===== src/rtl/spi_rx_pkg.sv =====
// Package spi_rx_pkg
// Shared bit positions and control-field type for the receive status block.
// Assumes an 8-bit status/control byte whose layout is fixed by software.
package spi_rx_pkg;
    localparam int STAT_W      = 8;
    localparam int B_FULL      = 7;
    localparam int B_ERR_IE    = 6;
    localparam int B_OVR       = 5;
    localparam int B_MFAULT    = 4;
    localparam int B_TX_EMPTY  = 3;
    localparam int B_MF_EN     = 2;
    localparam int B_RATE_HI   = 1;
    localparam int B_RATE_LO   = 0;
    localparam int FLAG_N      = 2;
    localparam int F_FULL      = 0;
    localparam int F_OVR       = 1;

    typedef struct packed {
        logic       err_ie;
        logic       mf_en;
        logic [1:0] rate;
    } ctl_t;
endpackage


===== src/rtl/rx_flag_cell.sv =====
// Module rx_flag_cell
// One sticky status flag with a two-step clear: a status read that sees the
// flag at 1 arms it, and a later data read clears flag and arm together.
// A set request in the clearing cycle wins, so the flag stays 1.
// Assumes the strobes are single-cycle and synchronous to clk.
module rx_flag_cell (
    input  logic clk,
    input  logic rst_n,
    input  logic set_i,
    input  logic stat_rd_i,
    input  logic data_rd_i,
    output logic flag_o,
    output logic clear_o
);
    logic flag_q;
    logic armed_q;

    // Clear fires when the data read follows an armed status read.
    always_comb clear_o = data_rd_i && armed_q;

    // Flag register: set has priority over the clearing read.
    always_ff @(posedge clk) begin
        if (!rst_n)        flag_q <= 1'b0;
        else if (set_i)    flag_q <= 1'b1;
        else if (clear_o)  flag_q <= 1'b0;
    end

    // Arm register: armed by a status read that observes the flag set.
    always_ff @(posedge clk) begin
        if (!rst_n)                      armed_q <= 1'b0;
        else if (clear_o)                armed_q <= 1'b0;
        else if (stat_rd_i && flag_q)    armed_q <= 1'b1;
    end

    assign flag_o = flag_q;
endmodule


===== src/rtl/rx_data_buf.sv =====
// Module rx_data_buf
// Single-entry receive data buffer, loaded only when told to.
// Assumes the caller already blocked loads that would be overruns.
module rx_data_buf #(
    parameter int DATA_W = 8
) (
    input  logic              clk,
    input  logic              rst_n,
    input  logic              load_i,
    input  logic [DATA_W-1:0] byte_i,
    output logic [DATA_W-1:0] data_o
);
    logic [DATA_W-1:0] buf_q;

    // Capture the incoming byte when a load is granted.
    always_ff @(posedge clk) begin
        if (!rst_n)      buf_q <= '0;
        else if (load_i) buf_q <= byte_i;
    end

    assign data_o = buf_q;
endmodule


===== src/rtl/rx_ctl_reg.sv =====
// Module rx_ctl_reg
// Writable control bits of the status/control byte, plus the
// transmitter-empty bit, held as a register that resets to 1.
// Assumes write data uses the status byte bit positions.
module rx_ctl_reg
    import spi_rx_pkg::*;
(
    input  logic              clk,
    input  logic              rst_n,
    input  logic              wr_i,
    input  logic [STAT_W-1:0] wdata_i,
    output ctl_t              ctl_o,
    output logic              tx_empty_o
);
    ctl_t ctl_q;
    logic tx_empty_q;

    // Update only the writable fields on a bus write.
    always_ff @(posedge clk) begin
        if (!rst_n) begin
            ctl_q <= '0;
        end else if (wr_i) begin
            ctl_q.err_ie <= wdata_i[B_ERR_IE];
            ctl_q.mf_en  <= wdata_i[B_MF_EN];
            ctl_q.rate   <= {wdata_i[B_RATE_HI], wdata_i[B_RATE_LO]};
        end
    end

    // Transmitter-empty bit: reset to 1, not writable from the bus.
    always_ff @(posedge clk) begin
        if (!rst_n) tx_empty_q <= 1'b1;
        else        tx_empty_q <= tx_empty_q;
    end

    assign ctl_o      = ctl_q;
    assign tx_empty_o = tx_empty_q;
endmodule


===== src/rtl/spi_rx_flags.sv =====
// Module spi_rx_flags
// Receive-side status of a serial peripheral interface: the data buffer,
// receive-full and overrun flags with two-step clears, the packed
// status/control byte and two interrupt requests.
// Assumes byte_done is a one-cycle pulse and the bus strobes are one cycle.
module spi_rx_flags
    import spi_rx_pkg::*;
#(
    parameter int DATA_W = 8
) (
    input  logic              clk,
    input  logic              rst_n,
    input  logic              byte_done,
    input  logic [DATA_W-1:0] byte_in,
    input  logic              stat_rd,
    input  logic              data_rd,
    input  logic              ctl_wr,
    input  logic [STAT_W-1:0] ctl_wdata,
    input  logic              rx_ie,
    input  logic              mode_fault,
    output logic [DATA_W-1:0] data_q,
    output logic [STAT_W-1:0] stat_q,
    output logic              rx_irq,
    output logic              err_irq
);
    logic [FLAG_N-1:0] flag_set;
    logic [FLAG_N-1:0] flag_val;
    logic [FLAG_N-1:0] flag_clr;
    logic              overrun_now;
    logic              load_now;
    ctl_t              ctl;
    logic              tx_empty;

    // Overrun when the buffer is full and is not being emptied this cycle.
    always_comb begin
        overrun_now        = byte_done && flag_val[F_FULL] && !flag_clr[F_FULL];
        load_now           = byte_done && !overrun_now;
        flag_set[F_FULL]   = load_now;
        flag_set[F_OVR]    = overrun_now;
    end

    // One flag cell per sticky flag, each with its own arm bit.
    for (genvar i = 0; i < FLAG_N; i++) begin : g_flag
        rx_flag_cell u_cell (
            .clk       (clk),
            .rst_n     (rst_n),
            .set_i     (flag_set[i]),
            .stat_rd_i (stat_rd),
            .data_rd_i (data_rd),
            .flag_o    (flag_val[i]),
            .clear_o   (flag_clr[i])
        );
    end

    rx_data_buf #(.DATA_W(DATA_W)) u_buf (
        .clk    (clk),
        .rst_n  (rst_n),
        .load_i (load_now),
        .byte_i (byte_in),
        .data_o (data_q)
    );

    rx_ctl_reg u_ctl (
        .clk        (clk),
        .rst_n      (rst_n),
        .wr_i       (ctl_wr),
        .wdata_i    (ctl_wdata),
        .ctl_o      (ctl),
        .tx_empty_o (tx_empty)
    );

    // Pack the status/control byte at its software-visible positions.
    always_comb begin
        stat_q               = '0;
        stat_q[B_FULL]       = flag_val[F_FULL];
        stat_q[B_ERR_IE]     = ctl.err_ie;
        stat_q[B_OVR]        = flag_val[F_OVR];
        stat_q[B_MFAULT]     = mode_fault;
        stat_q[B_TX_EMPTY]   = tx_empty;
        stat_q[B_MF_EN]      = ctl.mf_en;
        stat_q[B_RATE_HI]    = ctl.rate[1];
        stat_q[B_RATE_LO]    = ctl.rate[0];
    end

    // Interrupt requests: flag AND enable, no register stage.
    always_comb begin
        rx_irq  = flag_val[F_FULL] && rx_ie;
        err_irq = ctl.err_ie && (flag_val[F_OVR] || mode_fault);
    end
endmodule


===== config.mk =====
export PLATFORM = sky130hd
export DESIGN_NAME = spi_rx_flags
export DESIGN_NICKNAME = d
export VERILOG_FILES = /design/src/rtl/spi_rx_pkg.sv /design/src/rtl/rx_flag_cell.sv /design/src/rtl/rx_data_buf.sv /design/src/rtl/rx_ctl_reg.sv /design/src/rtl/spi_rx_flags.sv
export SDC_FILE = /design/constraint.sdc
export NUM_CORES = 1
export LEC_CHECK = 0
export ABC_AREA = 1
export BUFFER_PORTS_ARGS = -buffer_cell sky130_fd_sc_hd__buf_2
export CAP_MARGIN = 20
export CORE_MARGIN = 2
export CORE_UTILIZATION = 37
export DETAILED_ROUTE_END_ITERATION = 7
export GPL_TIMING_DRIVEN = 0
export PLACE_DENSITY = 0.72
export SYNTH_ARGS = -nofsm -noshare
export SYNTH_HDL_FRONTEND = slang
export SYNTH_SLANG_ARGS = --single-unit

===== constraint.sdc =====
create_clock -name clk -period 0.9 [get_ports clk]
set_input_delay 0.045 -clock clk [delete_from_list [all_inputs] [get_ports clk]]
set_output_delay 0.045 -clock clk [all_outputs]
set_load 0.1 [all_outputs]

**Word level (Yosys, flattened, before mapping)**

Cells that the tools add are included.

- Magnitude comparators: 0
- Eq/ne operators: 0
- Divide/modulo/power cells: 0
- Multiplexer cells: 4
- Multipliers: 0
- Shift-type cells: 0
- Add/subtract/negate cells: 0
- Bitwise logic cells: 1
- Reductions and logical operators: 16

Operators by type and width:

| operator | number |
|---|---|
| $logic_and A1 B1 Y1 | 9 |
| $mux W1 | 4 |
| $reduce_bool A2 Y1 | 2 |
| $reduce_or A2 Y1 | 2 |
| $logic_not A1 Y1 | 2 |
| $logic_or A1 B1 Y1 | 1 |
| $not A1 Y1 | 1 |

- Memories: 0
- Latch bits: 0
- Register bits after elaboration: 16
- Input port bits: 24
- RAM bits: 0
- Memory bits (read-only): 0

**Depth between registers and ports, before layout**

Gate-level depths: netlist of the first run.

- Depth after elaboration: 6
- Depth in mapped cells: 6

**Hierarchy**

Synthesis of the first run repeated with hierarchy kept, for this count alone.

- Cell total of the unflattened synthesis: 110
- Area total of the unflattened synthesis: 738.2 µm²

Modules (own cells, without submodules):

| module | cells an instance | seq. area each (µm²) | times used | area an instance (µm²) |
|---|---|---|---|---|
| rx_data_buf | 51 | 160.2 | 1 | 356.6 |
| rx_ctl_reg | 27 | 80.1 | 1 | 177.7 |
| rx_flag_cell | 10 | 40.0 | 2 | 75.1 |
| spi_rx_flags | 12 | 0.0 | 1 | 53.8 |

**Worst setup path after synthesis of the first run**

No wires, ideal clock.

- Kind: reg2out
- From: register u_ctl.ctl_q (netlist bit u_ctl.ctl_o[3])
- To: output port err_irq
- Cell stages (with the launch flop): 2
- Setup slack: -0.932 ns
- Arrival: 1.787 ns
- Cells stage by stage: dfxtp_1 o21a_1

- Word-level cells in the longest chain between the ends: 1

RTL lines:

| element | line | RTL |
|---|---|---|
| start, declared | rx_ctl_reg.sv:15 | `ctl_t ctl_q;` |
| $logic_and A1 B1 Y1 | spi_rx_flags.sv:88 | `err_irq = ctl.err_ie && (flag_val[F_OVR] \|\| mode_fault);` |
| end, declared | spi_rx_flags.sv:24 | `output logic err_irq` |

Every way passes these cells.

**Worst setup path after layout of the first run**

- From: register g_flag[0].u_cell.flag_q
- To: output port rx_irq

- Word-level cells in the longest chain between the ends: 1

RTL lines:

| element | line | RTL |
|---|---|---|
| start, declared | rx_flag_cell.sv:15 | `logic flag_q;` |
| start signal, assigned | rx_flag_cell.sv:23 | `if (!rst_n) flag_q <= 1'b0;` |
| start signal, assigned | rx_flag_cell.sv:24 | `else if (set_i) flag_q <= 1'b1;` |
| start signal, assigned | rx_flag_cell.sv:25 | `else if (clear_o) flag_q <= 1'b0;` |
| $logic_and A1 B1 Y1 | spi_rx_flags.sv:87 | `rx_irq = flag_val[F_FULL] && rx_ie;` |
| end, declared | spi_rx_flags.sv:23 | `output logic rx_irq,` |

Every way passes these cells.

==> flow_metrics.env, run 1 <==
export IMPL_outcome="finished with violations"
export IMPL_failed_checks="negative setup slack"
export IMPL_fp_dieW_um=47.9
export IMPL_utilization_pct=77.1
export IMPL_yosysSeqAreaShare_pct=44.8
export IMPL_tritoncts="built"
export IMPL_routed_via_count=773
export IMPL_crit_type="register to output pin"
export IMPL_slowest_stage="dfxtp_4"
export IMPL_yosys_register_bits=16
export IMPL_synth_cells=96
export IMPL_cts_buffers=3
export IMPL_crit_buf_inv=2
export IMPL_stdcell_area_um2=1360
export IMPL_cts_root_buf="clkbuf_4"
export IMPL_syn_area_per_cell_um2=7.44
export IMPL_place_area_um2=958
export IMPL_finalNetCount=170
export IMPL_path_cells="nand2_4 > clkinvlp_4 > buf_12"
export IMPL_finClkSkew_ns=0.00387
export IMPL_routedWlPerCell_um=12.3
export IMPL_grt_max_degree=11
export IMPL_gp_congestion=0.701
export IMPL_via_per_inst=4.55
export IMPL_row_count=15
export IMPL_cp_arrival_ns=1.00
export IMPL_wl_um=2090
export IMPL_drt_initial_drc_count=10
export IMPL_clock_latency_ns=0.28
export IMPL_period_needed_ns=1.05
export IMPL_core_area_um2=1760
export IMPL_cap_violations=0
export IMPL_grt_total_usage_pct=18.4
export IMPL_die_y_um=47.9
export IMPL_finalNonFillerCells=170
export IMPL_n_antenna_cell=0
export IMPL_grt_pass1_wl_um=2850
export IMPL_powerDensity_nw_per_um2=1650
export IMPL_antenna_found_initial=0
export IMPL_critPathTopFamily="flip-flops"
export IMPL_die_area_um2=2300
export IMPL_netlist_area_um2=714
export IMPL_final_common_cell="buf_2"
export IMPL_cts_clk_slew_worst_paths_ns=0.10
export IMPL_drv_slew=0
export IMPL_initial_core_util_pct=40.5
export IMPL_p_leak_nw=0.663
export IMPL_dr_pass1_iters=4
export IMPL_clockBufferDepth=2
export IMPL_layout_drive_gt1_share_pct=53.8
export IMPL_grt_ovfl_total=0
export IMPL_drc_errors=0
export IMPL_ys_types=15
export IMPL_hold_viol_final=0
export IMPL_vdd_ir_drop_max_mv=0.868
export IMPL_area_delta_synth_final_pct=90.4
export IMPL_io_pins=42
export IMPL_h_tree_depth=1
export IMPL_timing_hold_ws_ns=0.0161
export IMPL_startpoint_type="register"
export IMPL_dp_cells=156
export IMPL_hp_class="input pin to register"
export IMPL_clock_sinks=16
export IMPL_synth_nets=120
export IMPL_post_dp_hpwl_um=1140
export IMPL_setup_ws_ns=-0.145
export IMPL_grt_pass1_vias=664
export IMPL_endpoint_kind="output pin"
export IMPL_final_antenna_net_count=0
export IMPL_max_clock_freq_mhz=957
export IMPL_setup_viol=12
export IMPL_synth_warnings=0
export IMPL_rsz0062_at_grt="true"
export IMPL_portBuffers=35
export IMPL_critPathMaxStageDelay_ns=0.39
export IMPL_crit_required_ns=0.85
export IMPL_cp_max_fo=5
export IMPL_most_common_layout_cells="19 x buf_2, 18 x nor2_1, 16 x buf_12"
export IMPL_finalCritPeriodShare_pct=116
worst paths after layout:
kind                                                       startpoint                               endpoint  slack [ns]  depth (start not counted)
worst min-delay path                                     ctl_wdata[1]            u_ctl.ctl_o[1]$_SDFFE_PN0P_        0.02                          3
worst max register to register  g_flag[0].u_cell.armed_q$_SDFFE_PP0P_           u_buf.data_o[4]$_SDFFE_PN0P_       -0.04                          5
worst min register to register  g_flag[1].u_cell.armed_q$_SDFFE_PP0P_  g_flag[1].u_cell.armed_q$_SDFFE_PP0P_        0.48                          2
worst max-delay path             g_flag[0].u_cell.flag_o$_SDFFE_PN0P_                                 rx_irq       -0.15                          3
metrics by stage:
step	total power, mW	TNS [ns]	setup slack [ns]
global placement	1.51	-0.326	-0.0697
global route	2.34	-1.18	-0.188
finish	2.24	-0.618	-0.145
CTS	2.14	-0.496	-0.143
floorplan	1.39	-0.0408	-0.0408
detailed placement	1.51	-0.448	-0.0908
sequential cells by signal (all words and copies together), names as in the netlist:
signal,count
g_flag.u_cell.armed_q,2
u_ctl.ctl_o,4
u_buf.data_o,8
g_flag.u_cell.flag_o,2
logic make-up after synthesis:
logic type	synth area share, %
flops	44.8
compound gates	12.3
buf+inv	16.6
other cells	0.525
simple gates	25.7
report_power, final:
part	total [mW]	switching, mW	internal, mW
logic	0.946	0.586	0.360
clock network	0.470	0.224	0.246
registers	0.828	0.0630	0.765
worst register-to-register path, cell delays in order, from the launching register on:
cell and delay [ns]:
dfxtp_2 0.35, nand2_4 0.08, nand2_4 0.08, buf_6 0.15
a21oi_2 0.13, nor2_1 0.06
synth_stat cells:
master,count,area [um2]
nand2_2,1,6.26
dfxtp_1,16,320
o21a_1,1,7.51
nand3_2,1,10.0
nand2_4,1,11.3
buf_6,2,22.5
nand2_1,13,48.8
o21ai_0,4,20.0
nand3_1,8,40.0
nor2_1,18,67.6
a21oi_1,12,60.1
inv_1,12,45.0
conb_1,1,3.75
clkbuf_8,1,13.8
buf_4,5,37.5
layout make-up:
type,count,area [um2]
Tap cell,25,31.3
Multi-Input combinational cell,60,307
Timing Repair Buffer,45,505
Buffer,8,77.6
Sequential cell,16,354
Clock buffer,4,36.3
Fill cell,134,404
Inverter,12,48.8
metal layers:
metal	track usage, %	up-vias	wire length (um)
met5	0	-	0
met4	13.0	0	55
met3	2.64	4	67
met2	32.5	18	1140
met1	19.7	357	825
li1	-	394	-
repair_timing:
action	4_1_cts	5_1_grt
resized for setup	53	25
cloned	1	0
hold buffers	3	0
buffers inserted	3	3
pin swaps	2	4
setup endpoints to repair	24	24
hold endpoints to repair	3	0
(Power assumes the default switching activity.)
==> inputs of run 2 (changes only) <==
--- a/config.mk
+++ b/config.mk
@@ -8,7 +8,6 @@
 export ABC_AREA = 1
 export BUFFER_PORTS_ARGS = -buffer_cell sky130_fd_sc_hd__buf_2
 export CAP_MARGIN = 20
-export CORE_MARGIN = 2
 export CORE_UTILIZATION = 37
 export DETAILED_ROUTE_END_ITERATION = 7
 export GPL_TIMING_DRIVEN = 0
==> constraint.sdc (replaced) <==
create_clock -name clk -period 0.9 [get_ports clk]
set_input_delay 0.045 -clock clk [delete_from_list [all_inputs] [get_ports clk]]
set_output_delay 0.045 -clock clk [all_outputs]
set_load 0.05 [all_outputs]
==> flow_metrics.env, run 2 (synthesized netlist as in run 1, its figures left out) <==
export IMPL_antenna_found_initial=0
export IMPL_finalNetCount=170
export IMPL_largest_reg_flops=8
export IMPL_crit_type="register to output pin"
export IMPL_grt_pass1_vias=668
export IMPL_critPathMaxStageDelay_ns=0.34
export IMPL_layout_drive_gt1_share_pct=57.2
export IMPL_cp_arrival_ns=0.99
export IMPL_initial_core_util_pct=40.5
export IMPL_failed_checks="negative setup slack"
export IMPL_rsz0062_at_grt="true"
export IMPL_drc_errors=0
export IMPL_slowest_stage="dfxtp_2"
export IMPL_ff2ff_path_depth=5
export IMPL_grt_total_usage_pct=17.8
export IMPL_finalPower_mw=1.98
export IMPL_gp_congestion=0.734
export IMPL_hold_depth=3
export IMPL_cts_buffers=3
export IMPL_endpoint_kind="output pin"
export IMPL_met2_usage_pct=31.8
export IMPL_hp_class="input pin to register"
export IMPL_grt_pass1_wl_um=2660
export IMPL_cts_clk_slew_worst_paths_ns=0.10
export IMPL_reg2reg_slack_ns=-0.03
export IMPL_top_usage_layer="met2"
export IMPL_drt_initial_drc_count=11
export IMPL_setup_viol=10
export IMPL_portBuffers=35
export IMPL_clock_sinks=16
export IMPL_startpoint_type="register"
export IMPL_r2r_start="g_flag[0].u_cell.armed_q$_SDFFE_PP0P_"
export IMPL_area_delta_synth_final_pct=78.5
export IMPL_via_per_inst=4.75
export IMPL_die_y_um=45.9
export IMPL_cap_violations=0
export IMPL_final_antenna_net_count=0
export IMPL_nFillCells=148
export IMPL_vdd_ir_drop_max_mv=0.865
export IMPL_r2r_end="u_buf.data_o[0]$_SDFFE_PN0P_"
export IMPL_tritoncts="built"
export IMPL_crit_required_ns=0.85
export IMPL_routedWlPerCell_um=12.5
export IMPL_cp_max_fo=3
export IMPL_period_needed_ns=1.03
export IMPL_clock_latency_ns=0.29
export IMPL_path_cells="o21a_2 > buf_8"
export IMPL_n_antenna_cell=0
export IMPL_die_area_um2=2110
export IMPL_hold_end="g_flag[1].u_cell.flag_o$_SDFFE_PN0P_"
export IMPL_row_count=15
export IMPL_finClkSkew_ns=0.00462
export IMPL_p_leak_nw=0.641
export IMPL_wl_um=2120
export IMPL_powerDensity_nw_per_um2=1550
export IMPL_grt_max_degree=11
export IMPL_drv_slew=0
export IMPL_io_pins=42
export IMPL_grt_use_met3_pct=3.57
export IMPL_grt_ovfl_total=0
export IMPL_use_met1_pct=19.7
export IMPL_outcome="finished with violations"
export IMPL_post_place_ws_ns=-0.0557
export IMPL_max_clock_freq_mhz=969
export IMPL_core_area_um2=1760
export IMPL_hold_viol_final=0
export IMPL_seq_area_um2=337
export IMPL_dr_pass1_iters=2
export IMPL_clockBufferDepth=2
export IMPL_most_common_layout_cells="19 x buf_2, 18 x nor2_1, 14 x buf_6"
export IMPL_cts_root_buf="clkbuf_4"
export IMPL_multi_input_area_um2=354
export IMPL_final_common_cell="buf_2"
export IMPL_worstHoldStart="rst_n"
export IMPL_routed_via_count=807
export IMPL_finalCritPeriodShare_pct=115
export IMPL_fp_dieW_um=45.9
export IMPL_post_dp_hpwl_um=1120
export IMPL_h_tree_depth=1
export IMPL_setup_ws_ns=-0.132
-- run 2: cell count changes in the layout (fill, tap and decap cells not counted), moves of 5 or more --
cell	change
buf_12	-16
buf_6	+9
nand3_1	-7
nand3_2	+7
dfxtp_4	-5
-- run 2: power breakdown --
group | total [mW] | switching [mW] | internal (mW)
sequential | 0.817 | 0.0487 | 0.768
clock | 0.490 | 0.244 | 0.246
combinational | 0.671 | 0.386 | 0.284
total | 1.98 | 0.679 | 1.30
-- run 2: repair_timing --
| item | 4_1_cts | 5_1_grt |
|---|---|---|
| endpoints found under the hold margin | 5 | 0 |
| endpoints found under the setup margin | 24 | 19 |
| hold buffers | 5 | 0 |
| gates resized for setup | 36 | 28 |
| pin swaps | 4 | 9 |
| cloned | 1 | 0 |
| setup buffers | 4 | 1 |
-- run 2: how the worst max path moves through the flow --
stage	startpoint	to	depth (start not counted)
after global routing	g_flag[1].u_cell.flag_o$_SDFFE_PN0P_	err_irq	2
final	g_flag[1].u_cell.flag_o$_SDFFE_PN0P_	err_irq	2
after CTS	g_flag[1].u_cell.flag_o$_SDFFE_PN0P_	err_irq	2
after floorplan	u_ctl.ctl_o[0]$_SDFFE_PN0P_	u_ctl.ctl_o[0]$_SDFFE_PN0P_	2
after global placement	g_flag[0].u_cell.armed_q$_SDFFE_PP0P_	u_buf.data_o[2]$_SDFFE_PN0P_	6
after detailed placement	g_flag[0].u_cell.armed_q$_SDFFE_PP0P_	u_buf.data_o[2]$_SDFFE_PN0P_	5
-- run 2: final cells by class --
type	count	share of cell area (%)
Tap cell	25	2.45
Timing Repair Buffer	45	30.6
Buffer	8	6.38
Inverter	12	3.53
Clock buffer	4	2.85
Sequential cell	16	26.4
Multi-Input combinational cell	60	27.8
-- run 2: through the flow --
| step | area, um2 | setup TNS (ns) | instances | util, % | hold slack, ns |
|---|---|---|---|---|---|
| final | 1270 | -0.519 | 170 | 72.3 | 0.0438 |
| after global routing | 1270 | -0.886 | 170 | 72.3 | 0.0432 |
| after CTS | 1170 | -0.516 | 169 | 66.3 | 0.0228 |
| after detailed placement | 926 | -0.231 | 156 | 52.5 | 0.275 |
| after global placement | 926 | -0.0847 | 156 | 52.5 | 0.270 |
| after floorplan | 719 | 0 | 96 | - | 0.169 |
-- run 2: layer usage --
| metal | share of wire (%) | wire (um) |
|---|---|---|
| met4 | 0.89 | 19 |
| met3 | 1.8 | 38 |
| met1 | 41 | 870 |
| met2 | 56 | 1200 |
| met5 | 0 | 0 |
-- run 2: worst max-delay path, delay by kind of cell, from the launching register on --
family,cells,cell delay (ns)
flops,1,0.34
compound gates,1,0.21
buf+inv,1,0.15
==> inputs of run 3 (changes only) <==
--- a/config.mk
+++ b/config.mk
@@ -8,10 +8,11 @@
 export ABC_AREA = 1
 export BUFFER_PORTS_ARGS = -buffer_cell sky130_fd_sc_hd__buf_2
 export CAP_MARGIN = 20
-export CORE_UTILIZATION = 37
+export CORE_UTILIZATION = 44
 export DETAILED_ROUTE_END_ITERATION = 7
 export GPL_TIMING_DRIVEN = 0
-export PLACE_DENSITY = 0.72
+export PLACE_DENSITY = 0.81
+export SLEW_MARGIN = 40
 export SYNTH_ARGS = -nofsm -noshare
 export SYNTH_HDL_FRONTEND = slang
 export SYNTH_SLANG_ARGS = --single-unit
==> constraint.sdc (replaced) <==
create_clock -name clk -period 1.2 [get_ports clk]
set_input_delay 0.06 -clock clk [delete_from_list [all_inputs] [get_ports clk]]
set_output_delay 0.06 -clock clk [all_outputs]
set_load 0.05 [all_outputs]
==> flow_metrics.env, run 3 (synthesized netlist as in run 1, its figures left out) <==
export IMPL_place_area_um2=910
export IMPL_nFillCells=150
export IMPL_finalPower_mw=1.22
export IMPL_grt_max_degree=11
export IMPL_setup_viol=0
export IMPL_cts_buffers=3
export IMPL_clock_sinks=16
export IMPL_grt_total_usage_pct=16.9
export IMPL_wl_um=1420
export IMPL_grt_pass1_wl_um=2330
export IMPL_crit_required_ns=1.14
export IMPL_cp_max_fo=4
export IMPL_finalCritPeriodShare_pct=90.9
export IMPL_stdcell_area_um2=943
export IMPL_period_needed_ns=1.09
export IMPL_outcome="finished, final reports clean"
export IMPL_powerDensity_nw_per_um2=1300
export IMPL_clockBufferDepth=2
export IMPL_finalNonFillerCells=151
export IMPL_dr_pass1_iters=4
export IMPL_tritoncts="built"
export IMPL_antenna_found_initial=0
export IMPL_drt_initial_drc_count=14
export IMPL_final_common_cell="buf_2"
export IMPL_hold_viol_final=0
export IMPL_endpoint_kind="output pin"
export IMPL_slowest_stage="dfxtp_1"
export IMPL_final_antenna_net_count=0
export IMPL_routedWlPerCell_um=9.43
export IMPL_h_tree_depth=1
export IMPL_dp_cells=147
export IMPL_portBuffers=35
export IMPL_critPathMaxStageDelay_ns=0.37
export IMPL_vdd_ir_drop_max_mv=0.771
export IMPL_drc_errors=0
export IMPL_die_area_um2=1790
export IMPL_most_common_layout_cells="35 x buf_2, 18 x nor2_1, 15 x dfxtp_1"
export IMPL_dr_wl_met3_um=54
export IMPL_post_place_ws_ns=0.205
export IMPL_highest_layer="met4"
export IMPL_cts_clk_slew_worst_paths_ns=0.08
export IMPL_critPathTopFamily="flip-flops"
export IMPL_gp_congestion=0.724
export IMPL_finalSetupTns_ns=0
export IMPL_wl_met2_um=676
export IMPL_fp_dieW_um=42.3
export IMPL_worstHoldStart="ctl_wdata[0]"
export IMPL_r2r_end="u_buf.data_o[2]$_SDFFE_PN0P_"
export IMPL_cts_root_buf="clkbuf_4"
export IMPL_timing_hold_ws_ns=0.0146
export IMPL_area_delta_synth_final_pct=32.0
export IMPL_reg2reg_slack_ns=0.24
export IMPL_grt_pass1_vias=582
export IMPL_row_count=14
export IMPL_hold_depth=3
export IMPL_via_per_inst=4.56
export IMPL_routed_via_count=688
export IMPL_r2r_start="g_flag[0].u_cell.armed_q$_SDFFE_PP0P_"
export IMPL_n_antenna_cell=0
export IMPL_cp_arrival_ns=1.03
export IMPL_finalNetCount=161
export IMPL_layout_drive_gt1_share_pct=37.0
export IMPL_startpoint_type="register"
export IMPL_cts_setup_buffers=0
export IMPL_initial_core_util_pct=47.4
export IMPL_setup_ws_ns=0.109
export IMPL_core_area_um2=1510
export IMPL_max_clock_freq_mhz=917
export IMPL_crit_buf_inv=1
export IMPL_hp_class="input pin to register"
export IMPL_post_dp_hpwl_um=1090
export IMPL_path_cells="o21a_1 > buf_2"
export IMPL_rsz0062_at_grt="false"
export IMPL_crit_type="register to output pin"
export IMPL_p_leak_nw=0.537
export IMPL_io_pins=42
export IMPL_drv_slew=0
export IMPL_grt_ovfl_total=0
export IMPL_die_y_um=42.3
export IMPL_cap_violations=0
export IMPL_finClkSkew_ns=0.00749
export IMPL_ff2ff_path_depth=6
export IMPL_clock_latency_ns=0.27
export IMPL_largest_reg_flops=8
export IMPL_hold_end="u_ctl.ctl_o[0]$_SDFFE_PN0P_"
export IMPL_wl_met1_um=678
export IMPL_utilization_pct=62.6
-- run 3: cell count changes in the layout (fill, tap and decap cells not counted), moves of 7 or more --
cell     change
a21oi_1      +7
a21oi_2      -7
buf_2       +16
buf_6       -12
dfxtp_1     +10
dfxtp_2      -9
nand3_1      +7
nand3_2      -7
-- run 3: routing by layer --
metal  global-route usage, %  vias up
li1                        -      373
met1                    20.5      297
met2                    27.7       16
met3                    4.31        2
met4                    8.13        0
met5                       0        -
-- run 3: worst reg2reg max path: cells and delay by family, from the launching register on --
family,cells,cell delay [ns]
simple gates,5,0.35
flops,1,0.36
buf+inv,1,0.16
-- run 3: timing repair --
item	4_1_cts	5_1_grt
gates resized for setup	0	1
endpoints found under the hold margin	0	1
setup endpoints to repair	0	2
hold buffers	0	1
-- run 3: final cells by class --
type                            instances  area [um2]  area share, %
Sequential cell                        16         322           34.1
Multi-Input combinational cell         60         275           29.2
Timing Repair Buffer                   36         185           19.6
Buffer                                  8        73.8           7.82
Inverter                               12        45.0           4.77
Clock buffer                            3        22.5           2.39
Tap cell                               16        20.0           2.12
-- run 3: report_power, final --
group / total [mW] / internal (mW) / switching (mW)
sequential: 0.595 / 0.571 / 0.0234
clock: 0.268 / 0.116 / 0.152
combinational: 0.362 / 0.114 / 0.248
total: 1.22 / 0.801 / 0.424
-- run 3: worst max-delay path by stage --
| stage | startpoint | to | cells past startpoint |
|---|---|---|---|
| floorplan | u_ctl.ctl_o[3]$_SDFFE_PN0P_ | err_irq | 1 |
| global placement | g_flag[0].u_cell.flag_o$_SDFFE_PN0P_ | u_buf.data_o[3]$_SDFFE_PN0P_ | 4 |
| detailed placement | g_flag[0].u_cell.flag_o$_SDFFE_PN0P_ | u_buf.data_o[5]$_SDFFE_PN0P_ | 4 |
| CTS | g_flag[0].u_cell.flag_o$_SDFFE_PN0P_ | rx_irq | 3 |
| global route | g_flag[1].u_cell.flag_o$_SDFFE_PN0P_ | err_irq | 2 |
| finish | g_flag[1].u_cell.flag_o$_SDFFE_PN0P_ | err_irq | 2 |
